`config.mk`:
```
export PLATFORM = sky130hd
export DESIGN_NAME = dual_mode_dispatch
export DESIGN_NICKNAME = d
export VERILOG_FILES = /design/src/rtl/dual_mode_dispatch.sv
export SDC_FILE = /design/constraint.sdc
export NUM_CORES = 1
export LEC_CHECK = 0
export ABC_AREA = 1
export BUFFER_PORTS_ARGS = -buffer_cell sky130_fd_sc_hd__buf_2
export CAP_MARGIN = 10
export CORE_UTILIZATION = 42
export CTS_CLUSTER_SIZE = 8
export DETAILED_ROUTE_END_ITERATION = 8
export PLACE_DENSITY = 0.74
export SYNTH_ARGS = -nofsm -noshare
export SYNTH_HDL_FRONTEND = slang
export SYNTH_SLANG_ARGS = --single-unit
```
`constraint.sdc`:
```
create_clock -name clk -period 0.95 [get_ports clk]
set_input_delay 0.19 -clock clk [delete_from_list [all_inputs] [get_ports clk]]
set_output_delay 0.19 -clock clk [all_outputs]
set_load 0.05 [all_outputs]
```
`src/rtl/dual_mode_dispatch.sv`:
```
module dual_mode_dispatch #(
  parameter logic [1:0] MODE_RES  = 2'd1,
  parameter logic [1:0] MODE_CIPH = 2'd2,
  parameter int         RES_EVTS  = 4,
  parameter int         CIPH_EVTS = 2
) (
  input  logic                 clk,
  input  logic                 rst_n,
  input  logic                 mode_wr,
  input  logic [1:0]           mode_wdata,
  input  logic                 ien_set,
  input  logic                 ien_clr,
  input  logic [RES_EVTS-1:0]  ien_data,
  input  logic                 evt_wr,
  input  logic [RES_EVTS-1:0]  evt_wr_data,
  input  logic                 task_start,
  input  logic                 task_stop,
  input  logic                 res_busy,
  input  logic [RES_EVTS-1:0]  res_evt,
  input  logic                 ciph_busy,
  input  logic [CIPH_EVTS-1:0] ciph_evt,
  output logic                 res_start,
  output logic                 res_stop,
  output logic                 ciph_start,
  output logic                 ciph_stop,
  output logic                 irq,
  output logic                 cfg_err
);

  logic [1:0]           mode_q;
  logic [RES_EVTS-1:0]  res_ien_q, res_flg_q;
  logic [CIPH_EVTS-1:0] ciph_ien_q, ciph_flg_q;
  logic                 cfg_err_q;

  wire is_res  = (mode_q == MODE_RES);
  wire is_ciph = (mode_q == MODE_CIPH);

  assign res_start  = task_start & is_res;
  assign res_stop   = task_stop  & is_res;
  assign ciph_start = task_start & is_ciph;
  assign ciph_stop  = task_stop  & is_ciph;

  assign irq = (is_res  & |(res_flg_q  & res_ien_q)) |
               (is_ciph & |(ciph_flg_q & ciph_ien_q));
  assign cfg_err = cfg_err_q;

  wire busy_now  = (is_res & res_busy) | (is_ciph & ciph_busy);
  wire bad_write = mode_wr & (mode_wdata != mode_q) & busy_now;

  always_ff @(posedge clk or negedge rst_n) begin
    if (!rst_n) begin
      mode_q    <= '0;
      cfg_err_q <= 1'b0;
    end else begin
      cfg_err_q <= bad_write;
      if (mode_wr) mode_q <= mode_wdata;
    end
  end

  always_ff @(posedge clk or negedge rst_n) begin
    if (!rst_n) begin
      res_ien_q  <= '0;
      ciph_ien_q <= '0;
    end else begin
      if (is_res && (ien_set || ien_clr))
        res_ien_q <= (res_ien_q & ~(ien_clr ? ien_data : '0)) |
                     (ien_set ? ien_data : '0);
      if (is_ciph && (ien_set || ien_clr))
        ciph_ien_q <= (ciph_ien_q & ~(ien_clr ? ien_data[CIPH_EVTS-1:0] : '0)) |
                      (ien_set ? ien_data[CIPH_EVTS-1:0] : '0);
    end
  end

  always_ff @(posedge clk or negedge rst_n) begin
    if (!rst_n) begin
      res_flg_q  <= '0;
      ciph_flg_q <= '0;
    end else begin
      res_flg_q  <= ((evt_wr && is_res)  ? (res_flg_q & evt_wr_data) : res_flg_q) | res_evt;
      ciph_flg_q <= ((evt_wr && is_ciph) ? (ciph_flg_q & evt_wr_data[CIPH_EVTS-1:0]) : ciph_flg_q)
                    | ciph_evt;
    end
  end

  assert_task_excl_R1: assert property (@(posedge clk) disable iff (!rst_n)
    !((res_start || res_stop) && (ciph_start || ciph_stop)));

  assert_idle_mode_quiet_R5: assert property (@(posedge clk) disable iff (!rst_n)
    (!is_res && !is_ciph) |-> (!irq && !res_start && !ciph_start));

  assert_set_lands_R4: assert property (@(posedge clk) disable iff (!rst_n)
    (ien_set && is_res) |=> ((res_ien_q & $past(ien_data)) == $past(ien_data)));

  assert_clr_lands_R4: assert property (@(posedge clk) disable iff (!rst_n)
    (ien_clr && !ien_set && is_res) |=> ((res_ien_q & $past(ien_data)) == '0));

  assert_evt_latch_R6: assert property (@(posedge clk) disable iff (!rst_n)
    (res_evt != '0) |=> ((res_flg_q & $past(res_evt)) == $past(res_evt)));

  assert_cfg_err_cause_R7: assert property (@(posedge clk) disable iff (!rst_n)
    cfg_err |-> ($past(mode_wr) && $past(busy_now)));

endmodule

```
==> results of run 1 <==
[cell type report]
class	instances	area (um^2)
Timing Repair Buffer	51	368
Inverter	13	56.3
Clock buffer	4	26.3
Multi-Input combinational cell	84	480
Sequential cell	15	378
Tap cell	25	31.3
Fill cell	131	405
[cells in the final DEF (no fill, tap or decap), types with 2 or more instances in the layout]
cell type / instances
dfrtp_2: 2
nor2_4: 7
nor2_1: 2
o21ai_0: 4
nand2_4: 3
inv_1: 11
nand3_1: 4
nand2_2: 4
buf_6: 10
nand3_2: 2
buf_2: 25
clkbuf_4: 3
o21ai_1: 5
nand3b_1: 6
buf_4: 14
nand2_1: 43
dfrtp_1: 13
o21ai_2: 2
[power groups by stage]
| stage | sequential (mW) | combinational (mW) | clock [mW] |
|---|---|---|---|
| 3_5_place_dp | 0.811 | 0.586 | 0 |
| 2_1_floorplan | 0.805 | 0.314 | 0 |
| 3_3_place_gp | 0.806 | 0.565 | 0 |
| 4_1_cts | 0.802 | 0.666 | 0.381 |
| 6_report | 0.811 | 0.738 | 0.375 |
| 5_1_grt | 0.822 | 0.806 | 0.413 |
[registers in the layout, summed over array words and instances (netlist names)]
| name | flops |
|---|---|
| res_flg_q | 4 |
| res_ien_q | 4 |
| ciph_flg_q | 2 |
| ciph_ien_q | 2 |
| mode_q | 2 |
| cfg_err | 1 |
[routing by layer]
layer / routed length, um / share of wire (%) / up-vias / track usage (%)
met5: 0 / 0 / - / 0
met4: 31 / 1.3 / 0 / 9.09
met3: 99 / 4.3 / 5 / 7.14
met2: 1160 / 50 / 26 / 41.7
met1: 1030 / 44 / 409 / 30.8
li1: - / - / 462 / -
[timing repair]
item                                    CTS  global route
hold buffers                              1             0
buffers inserted                          1             4
endpoints found under the setup margin   19            19
pin swaps                                 4            14
resized for setup                        24            20
hold endpoints to repair                 15             0
[cell usage after synthesis, drive strengths merged]
library cell  instances  area [um^2]
dfrtp                15          375
inv                  13         48.8
nand2                51          194
nand3                 6         30.0
nand3b                6         45.0
nor2                 10         47.6
o21ai                11         55.1
[stage by stage]
stage | TNS [ns] | hold slack, ns | instances
CTS | -4.15 | 0.0894 | 191
global route | -5.06 | 0.0911 | 192
detailed placement | -3.10 | 0.111 | 185
finish | -4.14 | 0.0889 | 192
floorplan | -1.06 | -0.106 | 112
global placement | -2.57 | 0.112 | 185
[worst paths after layout]
check	startpoint	slack [ns]	to
worst max-delay path	mode_q[0]	-0.51	irq
worst min-delay path	res_evt[3]	0.09	res_flg_q[3]
worst max register to register	mode_q[1]	-0.19	res_ien_q[1]
worst min register to register	ciph_ien_q[1]	0.52	ciph_ien_q[1]
max in group asynchronous	rst_n	0.35	mode_q[1]
min in group asynchronous	rst_n	0.32	cfg_err
[logic make-up after synthesis]
logic type,count (synthesis)
flip-flops,15
AND/OR/NAND/NOR,73
AO/OA/AOI/OAI,11
buffers and inverters,13
==> metrics, run 1 <==
hold-critical path depth=2; family with the most delay on the worst path=flip-flops; wirelength, routed=between 2000 and 2500 um; achievable clock frequency=between 0.6 and 0.7 GHz; number of buffers and inverters on the critical path=2; count of synthesis-stage warnings from yosys=0; CP Capture Type=primary output; FF+latch count, synth=15; number of setup violations in the final report=19; internal power of the cells=about 1.2 mW; pre-CTS setup slack=-0.224 ns; largest buffer count on any clock path=2; Die Y-Extent=roughly 46 um; count of vias placed by the detailed router=902; Synth Area in XOR/XNOR=0%; number of diodes=0; routed via count divided by cell count=4.70; Net Sw Frac=a little over a third; Slowest Stage Delay on Critical Path=about 0.42 ns; Worst Reg2Reg Path Length in Cells=5; Final Cycle Share=153%; total I/O pin count=32; post-synthesis compound-gate area fraction=6.92%; count of antenna-violating nets left after detailed routing=0; number of search-and-repair iterations in the first detailed-routing pass=4; DR iter-0 viols=14; clk sink count=15; number of nets in the final layout=between 150 and 200; CTS tree=done; Core ar.=between 1500 and 2000 um^2; clock edge transition at the registers on the reported setup and hold paths=0.09 ns; final core occ=about three quarters; Routability Congestion=around 0.77; TritonCTS Buffers=3; synthesis-to-finish area growth=68.4%; standby leakage power=a little over 0.7 nW; largest family of logic cells by synthesized area=simple AND/OR/NAND/NOR gates; final std cell area, no fill=1340 um^2; failing checks=setup timing; tightest slew margin relative to the limit=77.3%; Worst Slack Setup Final=-0.506 ns; crit path max fanout=4; worst slew pin tran=around 0.34 ns; switching power=681 uW; simple logic cell fraction of the synthesized area=between 30% and 40%; type of the most critical hold path=input pin to register; gr ovfl total=0; register area share after synthesis=between 40% and 50%; Starting Density=between 40% and 50%; cell area after synthesis=around 800 um^2; Critical Setup Path Class=register to primary output; average cell area after synthesis=7.11 um^2; arrival time at the worst endpoint=about 1.3 ns; result of the run=finished with violations; clock network fraction of total power=between 15 and 20%; Reg power frac=between 40% and 50%; DPL Wire Length=about 1600 um; post-synthesis adder-cell area fraction=0%; number of max-capacitance violations reported=0; Final Max Tran Viols=0; unrepaired setup endpoints after global routing=true; CP Launch Type=register; wire length of the first global-routing pass=around 3600 um; VDD IR-drop max=0.00104 V; worst skew pair latency=about 0.29 ns; Post-Place Cell Area=1150 um^2; number of antenna violations at the first check in global routing=0; total global-route track usage=between 20% and 30%; chip width=between 40 and 50 um; CP max stage cell=dfrtp_2; PwrDens=between 1000 and 1500 nW/um^2; largest net degree at the start of global routing=16; distinct cell type count of the synthesized netlist=11; share of total power in combinational logic=between 30% and 40%; vias in the first global route=~870; share of synthesized area spent on multiplexers=0%; total power draw=a little under 2 mW; die area=2070 um^2; net count after synthesis=about 140; H-tree depth=1; critical path required time=approximately 0.76 ns; Buffers on Ports=31; row cnt=15; skew final=0.00750 ns; Routed wire per std cell=~12 um; cells along the critical path=clkinv_4 -> nor2_4 -> o21ai_2 -> nand2_2 -> buf_8; number of remaining DRC errors=0; Final Hold Violating Endpoints=0; shortest clock period the worst path allows after layout=approximately 1.5 ns; share of cells above drive strength 1=between 40% and 50%; Clock Root Buffer=clkbuf_4; count of mapped cells out of synthesis=approximately 110; number of cells on the critical path=5
Note: power is estimated with default switching activity, not from simulation.
==> run 2: changes to the inputs <==
--- a/config.mk
+++ b/config.mk
@@ -8,6 +8,7 @@
 export ABC_AREA = 1
 export BUFFER_PORTS_ARGS = -buffer_cell sky130_fd_sc_hd__buf_2
 export CAP_MARGIN = 10
+export CORE_ASPECT_RATIO = 0.7
 export CORE_UTILIZATION = 42
 export CTS_CLUSTER_SIZE = 8
 export DETAILED_ROUTE_END_ITERATION = 8
==> metrics, run 2 (synthesis gave the netlist of run 1 again) <==
result of the run=finished with violations; failing checks=setup timing; tightest slew margin relative to the limit=77.1%; arrival time at the worst endpoint=between 1 and 1.5 ns; Routed wire per std cell=about 13 um; unrepaired setup endpoints after global routing=true; largest buffer count on any clock path=2; shortest clock period the worst path allows after layout=approximately 1.4 ns; Starting Density=roughly 47%; vias in the first global route=roughly 800; share of cells above drive strength 1=47.3%; PwrDens=1440 nW/um^2; clock edge transition at the registers on the reported setup and hold paths=about 0.09 ns; CP Launch Type=register; Final Hold Violating Endpoints=0; critical path required time=~0.76 ns; gr ovfl total=0; TritonCTS Buffers=3; total I/O pin count=32; Clock Root Buffer=clkbuf_4; number of search-and-repair iterations in the first detailed-routing pass=4; crit path max fanout=4; die area=around 2100 um^2; standby leakage power=0.709 nW; chip width=between 50 and 60 um; Die Y-Extent=38.4 um; number of remaining DRC errors=0; Post-Place Cells=180; achievable clock frequency=0.706 GHz; synthesis-to-finish area growth=66.8%; number of setup violations in the final report=20; Final Cycle Share=149%; Post-Place Cell Area=roughly 1100 um^2; CP Capture Type=primary output; commonest non-fill, non-tap cells in the layout=45 x nand2_1, 25 x buf_2, 14 x dfrtp_1, 14 x buf_4, 11 x inv_1; row cnt=12; number of antenna violations at the first check in global routing=0; count of vias placed by the detailed router=920; DPL Wire Length=roughly 1700 um; worst skew pair latency=around 0.28 ns; VDD IR-drop max=0.00118 V; worst slew pin tran=0.344 ns; Top Registers=res_flg_q: 4 flops, res_ien_q: 4 flops; Routability Congestion=between 0.7 and 0.8; Critical Setup Path Class=register to primary output; Final Max Tran Viols=0; wire length of the first global-routing pass=roughly 3800 um; wirelength, routed=2460 um; clk sink count=15; skew final=roughly 0.0030 ns; Final Instance Count excl. Fillers=around 190; number of diodes=0; CTS tree=done; number of max-capacitance violations reported=0; largest net degree at the start of global routing=16; DR iter-0 viols=25; number of nets in the final layout=around 190; total global-route track usage=~27%; commonest non-fill, non-tap cell in the layout=nand2_1; Worst Slack Setup Final=-0.467 ns; Buffers on Ports=31; count of antenna-violating nets left after detailed routing=0; final std cell area, no fill=between 1000 and 1500 um^2; routed via count divided by cell count=4.89; type of the most critical hold path=input pin to register; Core ar.=around 1700 um^2; H-tree depth=1
run 2: metrics by stage:
step / utilization (%) / power, mW / setup WS (ns) / hold WS [ns] / TNS, ns
floorplan: - / 1.12 / -0.174 / -0.106 / -1.06
global placement: 67.7 / 1.37 / -0.199 / 0.109 / -2.60
detailed placement: 67.7 / 1.39 / -0.224 / 0.120 / -3.04
CTS: 76.4 / 1.87 / -0.435 / 0.0916 / -3.49
global route: 78.9 / 2.03 / -0.499 / 0.0730 / -5.04
finish: 78.9 / 1.91 / -0.467 / 0.0976 / -4.24
run 2: layout make-up:
cell class / count / area [um^2]
Clock buffer: 4 / 26.3
Inverter: 13 / 51.3
Fill cell: 116 / 354
Sequential cell: 15 / 377
Tap cell: 21 / 26.3
Multi-Input combinational cell: 84 / 475
Timing Repair Buffer: 51 / 372
run 2: repair_timing:
item                       CTS  global route
hold endpoints to repair    15             0
resized for setup           34            11
setup endpoints to repair   19            19
buffers inserted             4             3
pin swaps                    9             3
hold buffers                 1             0
cloned                       0             0
run 2: metal layers:
metal / part of all wire (%) / vias to the layer above / global-route usage, %
met3: 6.7 / 4 / 9.52
met5: 0 / - / 0
met2: 48 / 32 / 45.1
met1: 44 / 426 / 33.3
met4: 0.85 / 0 / 5.13
li1: - / 458 / -
run 2: power breakdown:
group / leakage [nW] / internal (mW) / total, mW / switching (mW)
Clock: 0.0150 / 0.163 / 0.369 / 0.207
Sequential: 0.163 / 0.735 / 0.812 / 0.0768
Combinational: 0.531 / 0.345 / 0.733 / 0.389
run 2: final timing paths:
| path | start | endpoint | depth (start not counted) | slack (ns) |
|---|---|---|---|---|
| max | mode_q[1] | irq | 5 | -0.47 |
| min in group asynchronous | rst_n | res_ien_q[0] | 2 | 0.34 |
| max in group asynchronous | rst_n | mode_q[1] | 2 | 0.34 |
| min reg2reg | ciph_ien_q[1] | ciph_ien_q[1] | 2 | 0.53 |
| max reg2reg | mode_q[0] | cfg_err | 7 | -0.20 |
| min | res_evt[2] | res_flg_q[2] | 2 | 0.1 |
run 2: worst max-delay path, stage by stage, from the launching register on:
cell	delay [ns]
dfrtp_2	0.46
inv_4	0.07
nor2_2	0.11
nand2_1	0.08
nand2_2	0.08
buf_8	0.14
==> run 3: changes to the inputs <==
--- a/config.mk
+++ b/config.mk
@@ -8,11 +8,14 @@
 export ABC_AREA = 1
 export BUFFER_PORTS_ARGS = -buffer_cell sky130_fd_sc_hd__buf_2
 export CAP_MARGIN = 10
+export CELL_PAD_IN_SITES_DETAIL_PLACEMENT = 1
+export CELL_PAD_IN_SITES_GLOBAL_PLACEMENT = 1
 export CORE_ASPECT_RATIO = 0.7
-export CORE_UTILIZATION = 42
+export CORE_UTILIZATION = 28
+export CTS_CLUSTER_DIAMETER = 100
 export CTS_CLUSTER_SIZE = 8
 export DETAILED_ROUTE_END_ITERATION = 8
-export PLACE_DENSITY = 0.74
+export PLACE_DENSITY_LB_ADDON = 0.1
 export SYNTH_ARGS = -nofsm -noshare
 export SYNTH_HDL_FRONTEND = slang
 export SYNTH_SLANG_ARGS = --single-unit
==> metrics, run 3 (synthesis gave the netlist of run 1 again) <==
hold-critical path depth=2; gr ovfl total=0; skew final=~0.0025 ns; Net Sw Frac=34.1%; commonest non-fill, non-tap cells in the layout=43 x nand2_1, 25 x buf_2, 13 x dfrtp_1; type of the most critical hold path=input pin to register; clock network fraction of total power=about a quarter; critical path required time=0.76 ns; DR iter-0 viols=24; VDD IR-drop max=around 0.00083 V; total I/O pin count=32; DPL Wire Length=between 2000 and 2500 um; largest buffer count on any clock path=2; Post-Place Cells=slightly below 200; unrepaired setup endpoints after global routing=true; crit path max fanout=2; total power draw=2.13 mW; number of setup violations in the final report=20; routed via count divided by cell count=roughly 4.7; Final Hold Violating Endpoints=0; die area=3060 um^2; CP Launch Type=register; Layout fillers=314; H-tree depth=1; share of cells above drive strength 1=between 40% and 50%; standby leakage power=0.736 nW; chip width=roughly 66 um; row cnt=15; number of antenna violations at the first check in global routing=0; number of remaining DRC errors=0; vias in the first global route=a little under 1k; clock edge transition at the registers on the reported setup and hold paths=approximately 0.06 ns; Top Registers=res_flg_q: 4 flops, res_ien_q: 4 flops; achievable clock frequency=0.723 GHz; internal power of the cells=roughly 1.4 mW; shortest clock period the worst path allows after layout=around 1.4 ns; Post-Place Cell Area=between 1000 and 1500 um^2; Starting Density=30.9%; Buffers on Ports=31; worst hold margin=~0.13 ns; TritonCTS Buffers=3; Worst Slack Setup Final=-0.432 ns; pre-CTS setup slack=-0.244 ns; Final Max Tran Viols=0; worst flop-to-flop path startpoint=mode_q[0]; Die Y-Extent=around 47 um; end of the worst register-to-register path=res_flg_q[0]; Critical Setup Path Class=register to primary output; Reg power frac=38.7%; Routability Congestion=around 0.71; Final Instance Count excl. Fillers=slightly above 200; final std cell area, no fill=~1400 um^2; total global-route track usage=between 20% and 30%; CTS tree=done; startpoint of the lowest-slack hold path=res_evt[2]; final-layout setup total negative slack=-4.67 ns; final core occ=a little under three fifths; clk sink count=15; wire length of the first global-routing pass=4660 um; number of max-capacitance violations reported=0; switching power=approximately 730 uW; share of total power in combinational logic=36.6%; Routed wire per std cell=between 10 and 15 um; Worst Reg2Reg Path Length in Cells=7; tightest slew margin relative to the limit=75.5%; wirelength, routed=around 3000 um; number of diodes=0; worst skew pair latency=between 0.2 and 0.3 ns; arrival time at the worst endpoint=roughly 1.2 ns; Clock Root Buffer=clkbuf_8; commonest non-fill, non-tap cell in the layout=nand2_1; worst setup slack for register-to-register paths=-0.28 ns; count of vias placed by the detailed router=roughly 960; number of nets in the final layout=between 150 and 200; synthesis-to-finish area growth=78.1%; end of the worst hold path=res_flg_q[2]; PwrDens=1500 nW/um^2; largest net degree at the start of global routing=16; count of antenna-violating nets left after detailed routing=0; Core ar.=2570 um^2; failing checks=setup timing; result of the run=finished with violations; Final Cycle Share=145%; CP Capture Type=primary output; worst slew pin tran=0.368 ns; number of search-and-repair iterations in the first detailed-routing pass=4
==> run 3: power by group through the flow <==
stage                     combinational [mW]  clock (mW)  sequential (mW)
after floorplan                        0.314           0            0.805
after global placement                 0.576           0            0.810
after detailed placement               0.601           0            0.816
after CTS                              0.711       0.534            0.815
after global routing                   0.846       0.572            0.838
final                                  0.778       0.526            0.825
==> run 3: final cells by class <==
class | count | area [um^2] | area share (%)
Multi-Input combinational cell | 84 | 493 | 34.8
Clock buffer | 4 | 45.0 | 3.18
Sequential cell | 15 | 378 | 26.7
Inverter | 13 | 53.8 | 3.80
Timing Repair Buffer | 53 | 405 | 28.6
Tap cell | 34 | 42.5 | 3.00
==> run 3: worst max-delay path, cell delays in order (launching register included) <==
cell and delay [ns]:
dfrtp_1 0.42, nand2_1 0.10, nand2_1 0.06, o21ai_2 0.13
nand2_2 0.08, buf_8 0.15
==> run 3: worst max path at each step <==
stage / startpoint / endpoint / slack, ns / cells past startpoint
final: res_flg_q[1] / irq / -0.43 / 5
after detailed placement: mode_q[1] / res_flg_q[1] / -0.24 / 6
after CTS: mode_q[0] / irq / -0.40 / 5
after global routing: mode_q[0] / irq / -0.50 / 5
after global placement: mode_q[1] / irq / -0.21 / 5
after floorplan: mode_q[1] / res_start / -0.17 / 3
==> run 3: layer usage <==
layer	global-route usage [%]	wire [um]	up-vias
met5	0	0	-
met4	3.91	36	0
met2	38.8	1600	26
met3	5.45	110	6
met1	26.8	1290	464
li1	-	-	462
==> run 3: what timing repair did <==
| action | CTS | global route |
|---|---|---|
| cloned | 0 | 0 |
| hold endpoints to repair | 15 | 0 |
| endpoints found under the setup margin | 19 | 20 |
| hold buffers | 1 | 0 |
| resized for setup | 37 | 19 |
| pin swaps | 9 | 7 |
| buffers inserted | 3 | 4 |
